[src/rtl/ledctl_pkg.sv]
package ledctl_pkg;
  typedef enum logic [1:0] {
    MODE_OFF   = 2'd0,
    MODE_READY = 2'd1,
    MODE_TORCH = 2'd2,
    MODE_FLASH = 2'd3
  } led_mode_t;
endpackage

[src/rtl/ledctl_sync.sv]
module ledctl_sync #(
  parameter int WIDTH  = 2,
  parameter int STAGES = 2
) (
  input  logic             clk,
  input  logic             rst_n,
  input  logic [WIDTH-1:0] async_in,
  output logic [WIDTH-1:0] sync_out
);
  for (genvar b = 0; b < WIDTH; b++) begin : g_bit
    logic [STAGES-1:0] chain;
    always_ff @(posedge clk or negedge rst_n) begin
      if (!rst_n) chain <= '0;
      else        chain <= {chain[STAGES-2:0], async_in[b]};
    end
    assign sync_out[b] = chain[STAGES-1];
  end
endmodule

[src/rtl/ledctl_arm.sv]
module ledctl_arm (
  input  logic clk,
  input  logic rst_n,
  input  logic en_bit,
  input  logic abort,
  output logic armed
);
  logic en_prev;

  always_ff @(posedge clk or negedge rst_n) begin
    if (!rst_n) begin
      en_prev <= 1'b0;
      armed   <= 1'b0;
    end else begin
      en_prev <= en_bit;
      if (abort || !en_bit)        armed <= 1'b0;
      else if (en_bit && !en_prev) armed <= 1'b1;
    end
  end

  assert_abort_disarms_R7: assert property (@(posedge clk) disable iff (!rst_n)
    abort |=> !armed);
  assert_clear_disarms_R1: assert property (@(posedge clk) disable iff (!rst_n)
    !en_bit |=> !armed);
endmodule

[src/rtl/ledctl_codesel.sv]
module ledctl_codesel
  import ledctl_pkg::*;
#(
  parameter int          CW         = 4,
  parameter logic [CW-1:0] CLAMP_CODE = 7
) (
  input  led_mode_t       mode_d,
  input  logic [CW-1:0]   flash_code,
  input  logic [CW-1:0]   torch_code,
  input  logic            mask,
  output logic [CW-1:0]   code_d
);
  localparam int HI = CW - 1;

  always_comb begin
    unique case (mode_d)
      MODE_TORCH: code_d = torch_code;
      MODE_FLASH: code_d = (mask && flash_code[HI]) ? CLAMP_CODE : flash_code;
      default:    code_d = '0;
    endcase
  end
endmodule

[src/rtl/ledctl_top.sv]
module ledctl_top
  import ledctl_pkg::*;
#(
  parameter int          CW         = 4,
  parameter logic [CW-1:0] CLAMP_CODE = 7,
  parameter int          SYNC_STAGES = 2
) (
  input  logic          clk,
  input  logic          rst_n,
  input  logic          pwr_on_bit,
  input  logic          trig_en_bit,
  input  logic          torch_bit,
  input  logic          mon_en_bit,
  input  logic [CW-1:0] flash_code,
  input  logic [CW-1:0] torch_code,
  input  logic          trig_pin,
  input  logic          txmask_pin,
  input  logic          timer_abort,
  output logic [1:0]    mode,
  output logic [CW-1:0] cur_code,
  output logic          analog_en,
  output logic          mon_en
);
  logic [1:0]    pins_s;
  logic          trig_s, mask_s, armed, flash_req;
  led_mode_t     mode_d, mode_q;
  logic [CW-1:0] code_d, code_q;

  ledctl_sync #(.WIDTH(2), .STAGES(SYNC_STAGES)) u_sync (
    .clk(clk), .rst_n(rst_n),
    .async_in({txmask_pin, trig_pin}), .sync_out(pins_s)
  );
  assign trig_s = pins_s[0];
  assign mask_s = pins_s[1];

  ledctl_arm u_arm (
    .clk(clk), .rst_n(rst_n), .en_bit(trig_en_bit),
    .abort(timer_abort), .armed(armed)
  );

  assign flash_req = trig_s && armed && !timer_abort;

  always_comb begin
    if (!pwr_on_bit)     mode_d = MODE_OFF;
    else if (flash_req)  mode_d = MODE_FLASH;
    else if (torch_bit)  mode_d = MODE_TORCH;
    else                 mode_d = MODE_READY;
  end

  ledctl_codesel #(.CW(CW), .CLAMP_CODE(CLAMP_CODE)) u_code (
    .mode_d(mode_d), .flash_code(flash_code), .torch_code(torch_code),
    .mask(mask_s), .code_d(code_d)
  );

  always_ff @(posedge clk or negedge rst_n) begin
    if (!rst_n) begin
      mode_q <= MODE_OFF;
      code_q <= '0;
    end else begin
      mode_q <= mode_d;
      code_q <= code_d;
    end
  end

  assign mode      = mode_q;
  assign cur_code  = code_q;
  assign analog_en = (mode_q != MODE_OFF);
  assign mon_en    = (mode_q == MODE_TORCH) || (mode_q == MODE_FLASH) ||
                     ((mode_q == MODE_READY) && mon_en_bit);

  assert_power_off_R2: assert property (@(posedge clk) disable iff (!rst_n)
    !pwr_on_bit |=> (mode == 2'd0) && !analog_en && (cur_code == '0));
  assert_abort_exit_R7: assert property (@(posedge clk) disable iff (!rst_n)
    timer_abort |=> (mode != 2'd3));
  assert_flash_needs_arm_R1: assert property (@(posedge clk) disable iff (!rst_n)
    $rose(mode == 2'd3) |-> $past(armed) && $past(trig_s));
  assert_mask_clamp_R5: assert property (@(posedge clk) disable iff (!rst_n)
    (mode == 2'd3) && $past(mask_s) |-> (cur_code <= CLAMP_CODE));
  assert_monitor_active_R6: assert property (@(posedge clk) disable iff (!rst_n)
    (mode[1] == 1'b1) |-> mon_en && analog_en);
endmodule

[config.mk]
export PLATFORM = sky130hd
export DESIGN_NAME = ledctl_top
export DESIGN_NICKNAME = d
export VERILOG_FILES = /design/src/rtl/ledctl_pkg.sv /design/src/rtl/ledctl_sync.sv /design/src/rtl/ledctl_arm.sv /design/src/rtl/ledctl_codesel.sv /design/src/rtl/ledctl_top.sv
export SDC_FILE = /design/constraint.sdc
export NUM_CORES = 1
export LEC_CHECK = 0
export ABC_AREA = 1
export BUFFER_PORTS_ARGS = -buffer_cell sky130_fd_sc_hd__buf_2
export CAP_MARGIN = 30
export CORE_AREA = 8 8 45 47
export DETAILED_ROUTE_END_ITERATION = 8
export DIE_AREA = 0 0 53 55
export MAX_ROUTING_LAYER = met4
export PLACE_DENSITY = 0.77
export SYNTH_ARGS = -nofsm -noshare
export SYNTH_HDL_FRONTEND = slang
export SYNTH_SLANG_ARGS = --single-unit
[constraint.sdc]
create_clock -name clk -period 0.8 [get_ports clk]
set_input_delay 0 -clock clk [delete_from_list [all_inputs] [get_ports clk]]
set_output_delay 0 -clock clk [all_outputs]
set_load 0.02 [all_outputs]
**Yosys cells after proc, flatten, opt, wreduce, memory -nomap -nowiden**

Index checks and enable logic that the tools add are counted.

- Equality and inequality tests: 5
- Mux-type cells: 7
- Reduce and logical (&&, ||, !) cells: 13

Operator list:

| kind | count |
|---|---|
| 2-bit == test (second input constant) | 4 |
| 4-bit one-hot mux with 2 select lines | 1 |
| 2-bit 2-to-1 mux | 3 |
| 1-bit logical AND | 5 |
| 4-bit 2-to-1 mux | 1 |
| 2-bit nonzero test | 2 |
| 1-bit zero test | 3 |
| 1-bit logical OR | 3 |
| 2-bit by 1-bit == test with 1-bit output (second input constant) | 1 |
| 1-bit 2-to-1 mux | 2 |

- Bits in registers: 12
- Input bits: 17

**Depth between registers and ports, before layout**

- Depth in word-level cells: 6
- Gate-level depth with buffers: 4
- Mapped depth without buffers: 4

**Hierarchy**

From an unflattened synthesis, not the netlist that was laid out.

- Cell total of the unflattened synthesis: 50
- Area, all modules: 471.7 µm²

By module, submodules not included:

| module | instances | cells an instance | area an instance (µm²) | sequential area each (µm²) |
|---|---|---|---|---|
| ledctl_top | 1 | 14 | 192.7 | 150.1 |
| ledctl_sync | 1 | 6 | 115.1 | 100.1 |
| ledctl_codesel | 1 | 23 | 95.1 | 0.0 |
| ledctl_arm | 1 | 7 | 68.8 | 50.0 |

**Worst setup path after synthesis**

OpenSTA, ideal clock, no wires.

- Path type: register to output
- Start: register mode_q[0] (netlist: mode[0])
- End: output port mon_en
- Data arrival time: 0.973 ns
- Slack: -0.173 ns
- Stages on the path, launching flop included: 3
- Buffers on the path: 0
- Cell sequence: dfrtp_1 or2_1 o21a_1

- Word-level cells in the longest chain between the ends: 3

RTL lines:

| what | RTL line | text |
|---|---|---|
| start, declared | ledctl_top.sv:26 | `led_mode_t mode_d, mode_q;` |
| start signal, assigned | ledctl_top.sv:60 | `mode_q <= mode_d;` |
| 2-bit == test / 2-bit by 1-bit == test with 1-bit output (equally long branches) | ledctl_top.sv:68, ledctl_top.sv:69 |  |
| 1-bit logical OR / 1-bit logical AND (equally long branches) | ledctl_top.sv:68, ledctl_top.sv:69 |  |
| 1-bit logical OR * | ledctl_top.sv:68 | `assign mon_en = (mode_q == MODE_TORCH) \|\| (mode_q == MODE_FLASH) \|\|` |
| end, declared | ledctl_top.sv:22 | `output logic mon_en` |

Mark *: on every way between the ends. The rest lies on a longest branch, timed or not.

**Worst setup path after layout**

Same ends and word-level chain as after synthesis.

==> flow_metrics.env <==
export IMPL_status="finished, violations left"
export IMPL_violations="negative setup slack"
export IMPL_switching_share_pct=24.3
export IMPL_drv_slew=0
export IMPL_htree_levels=1
export IMPL_grt_setup_unrepaired="true"
export IMPL_grt_overflow_total=0
export IMPL_postSynthCellCount=47
export IMPL_r2r_end="cur_code[3]"
export IMPL_timing_rr_start="u_arm.armed"
export IMPL_synth_nets=64
export IMPL_critical_path_class="reg2out"
export IMPL_relSlewSlack_pct=83.0
export IMPL_start_util_pct=33.9
export IMPL_internal_power_uw=1050
export IMPL_worstSetupPathDepth=3
export IMPL_clk_pin_slew_ns=0.08
export IMPL_cp_max_fo=2
export IMPL_worstHoldStart="timer_abort"
export IMPL_hold_end="cur_code[2]"
export IMPL_worst_r2r_path_depth=4
export IMPL_p_leak_uw=0.000446
export IMPL_hp_class="in2reg"
export IMPL_critical_path_endpoint_type="primary output"
export IMPL_std_cell_rows=14
export IMPL_final_setup_tns_ns=-1.13
export IMPL_crit_required_ns=0.80
export IMPL_drtIter0Drc=0
export IMPL_drive_above_1_share_pct=51.1
export IMPL_place_congestion=0.722
export IMPL_final_cell_area_um2=853
export IMPL_first_pass_iters=1
export IMPL_numCtsBuffers=3
export IMPL_synth_cell_type_count=13
export IMPL_pin_count=25
export IMPL_drt_wirelength_per_cell_um=11.2
export IMPL_slowest_stage="dfrtp_2"
export IMPL_seq_area_frac_synth_pct=64.0
export IMPL_fmax_mhz=861
export IMPL_cts_root_buf="clkbuf_4"
export IMPL_min_period_ns=1.16
export IMPL_drtAntennaViolNets=0
export IMPL_insertedDiodeCount=0
export IMPL_clock_sinks=12
export IMPL_die_w_um=53
export IMPL_route_detailed_drc=0
export IMPL_worst_setup_path_start_kind="register"
export IMPL_port_buffers=24
export IMPL_final_core_util_pct=61.7
export IMPL_p_total_uw=1390
export IMPL_synthesis_area_um2=469
export IMPL_p_comb_share_pct=18.2
export IMPL_dieArea_um2=2920
export IMPL_setup_slack_ns=-0.362
export IMPL_max_cap_violations=0
export IMPL_clk_path_buf_depth=2
export IMPL_switching_power_uw=337
export IMPL_finalHoldViolations=0
export IMPL_crit_family="flip-flops"
export IMPL_final_cell_mix="buf_2 (18), dfrtp_1 (10), dlygate4sd3_1 (10)"
export IMPL_peakVddDrop_v=0.000813
export IMPL_routed_wl_mm=1.17
export IMPL_setup_viol=8
export IMPL_grt_use_total_pct=8.77
export IMPL_via_count=461
export IMPL_place_area_um2=616
export IMPL_via_per_inst=4.43
export IMPL_coreArea_um2=1380
export IMPL_cts_tree="done"
export IMPL_fin_skew_ns=0.00524
export IMPL_insertion_delay_ns=0.27
export IMPL_slowest_delay_ns=0.41
export IMPL_crit_buf_inv=1
export IMPL_ys_seq_elements=12
export IMPL_nNetsFinal=106
export IMPL_pwr_density_cell_nw_per_um2=1630
export IMPL_cp_data_arrival_time_ns=1.16
export IMPL_syn_area_per_cell_um2=9.98
export IMPL_worst_pin_slew_ns=0.255
export IMPL_yosysWarnings=0
export IMPL_grt_pass1_vias=466
export IMPL_antenna_found_initial=0
export IMPL_dp_hpwl_um=823
export IMPL_area_delta_synth_final_pct=81.9
export IMPL_die_y_um=55
export IMPL_holdWs_ns=0.00810
export IMPL_reg2reg_slack_ns=-0.06
export IMPL_min_path_cells=4
export IMPL_n_fill_cell=110
export IMPL_clkPwrFrac_pct=34.7
export IMPL_grt_max_degree=13
export IMPL_final_common_cell="buf_2"
export IMPL_fin_crit_sh_pct=145
export IMPL_path_cells="or2_4, o21a_2, buf_6"
export IMPL_p_seq_share_pct=47.1
export IMPL_grt_pass1_wl_mm=1.81
## state kept, by name, indices dropped and copies added (netlist names)
name                flops
u_arm.armed             1
cur_code                4
u_arm.en_prev           1
u_sync.g_bit.chain      4
mode                    2
## kinds of logic (layout without fill, tap and decap cells)
kind of cell | count (synthesis) | after routing | synth area share, %
simple gates | 23 | 23 | 24.5
buf+inv | 8 | 49 | 6.67
compound gates | 4 | 4 | 4.80
flops | 12 | 12 | 64.0
## routing by layer
layer / wire, um / track usage (%)
met1: 446 / 7.54
met2: 594 / 15.8
met3: 105 / 3.48
met4: 18 / 5.17
met5: 0 / -
## worst max-delay path by stage
stage	startpoint	end	slack, ns
finish	mode[0]	mon_en	-0.36
global route	mode[0]	mon_en	-0.40
CTS	mode[0]	mon_en	-0.37
detailed placement	mode[0]	mon_en	-0.08
global placement	mode[0]	mon_en	-0.07
floorplan	mode[0]	mon_en	-0.09
## final cells by class
| class | instances | area, um^2 | share of cell area (%) |
|---|---|---|---|
| sequential | 12 | 303 | 35.5 |
| timing repair buffer | 37 | 288 | 33.7 |
| multi-input combinational | 27 | 175 | 20.5 |
| clock buffer | 4 | 36.3 | 4.25 |
| inverter | 8 | 31.3 | 3.67 |
| tap | 16 | 20.0 | 2.35 |
## Yosys cell counts (all sizes together)
cell type	count	share of area, %
or2	1	1.3
nor2	2	3.2
nand3	9	11
a21oi	2	2.1
o21a	1	1.6
nand2	11	9.3
o21ai	1	1.1
clkinv	1	1.1
dfrtp	12	64
inv	7	5.6
## repair_timing
item,4_1_cts,5_1_grt
endpoints found under the setup margin,6,14
gates resized for setup,7,14
buffers inserted,1,2
pin swaps,1,0
hold endpoints to repair,22,0
hold buffers,10,0
## through the flow
stage	setup WS (ns)	std cells
2_1_floorplan	-0.0868	47
3_3_place_gp	-0.0670	87
3_5_place_dp	-0.0815	87
4_1_cts	-0.372	102
5_1_grt	-0.396	104
6_report	-0.362	104
## worst min-delay path: cells and delay by family
kind,cells,cell delay [ns]
buf+inv,1,0.11
simple gates,3,0.14
## power by group through the flow
stage | Clock (uW) | Sequential (uW) | Combinational, uW
finish | 482 | 654 | 252
global route | 514 | 658 | 272
CTS | 502 | 649 | 224
detailed placement | 0 | 661 | 168
global placement | 0 | 659 | 165
floorplan | 0 | 680 | 61.2
Note: power is estimated with default switching activity, not from simulation.
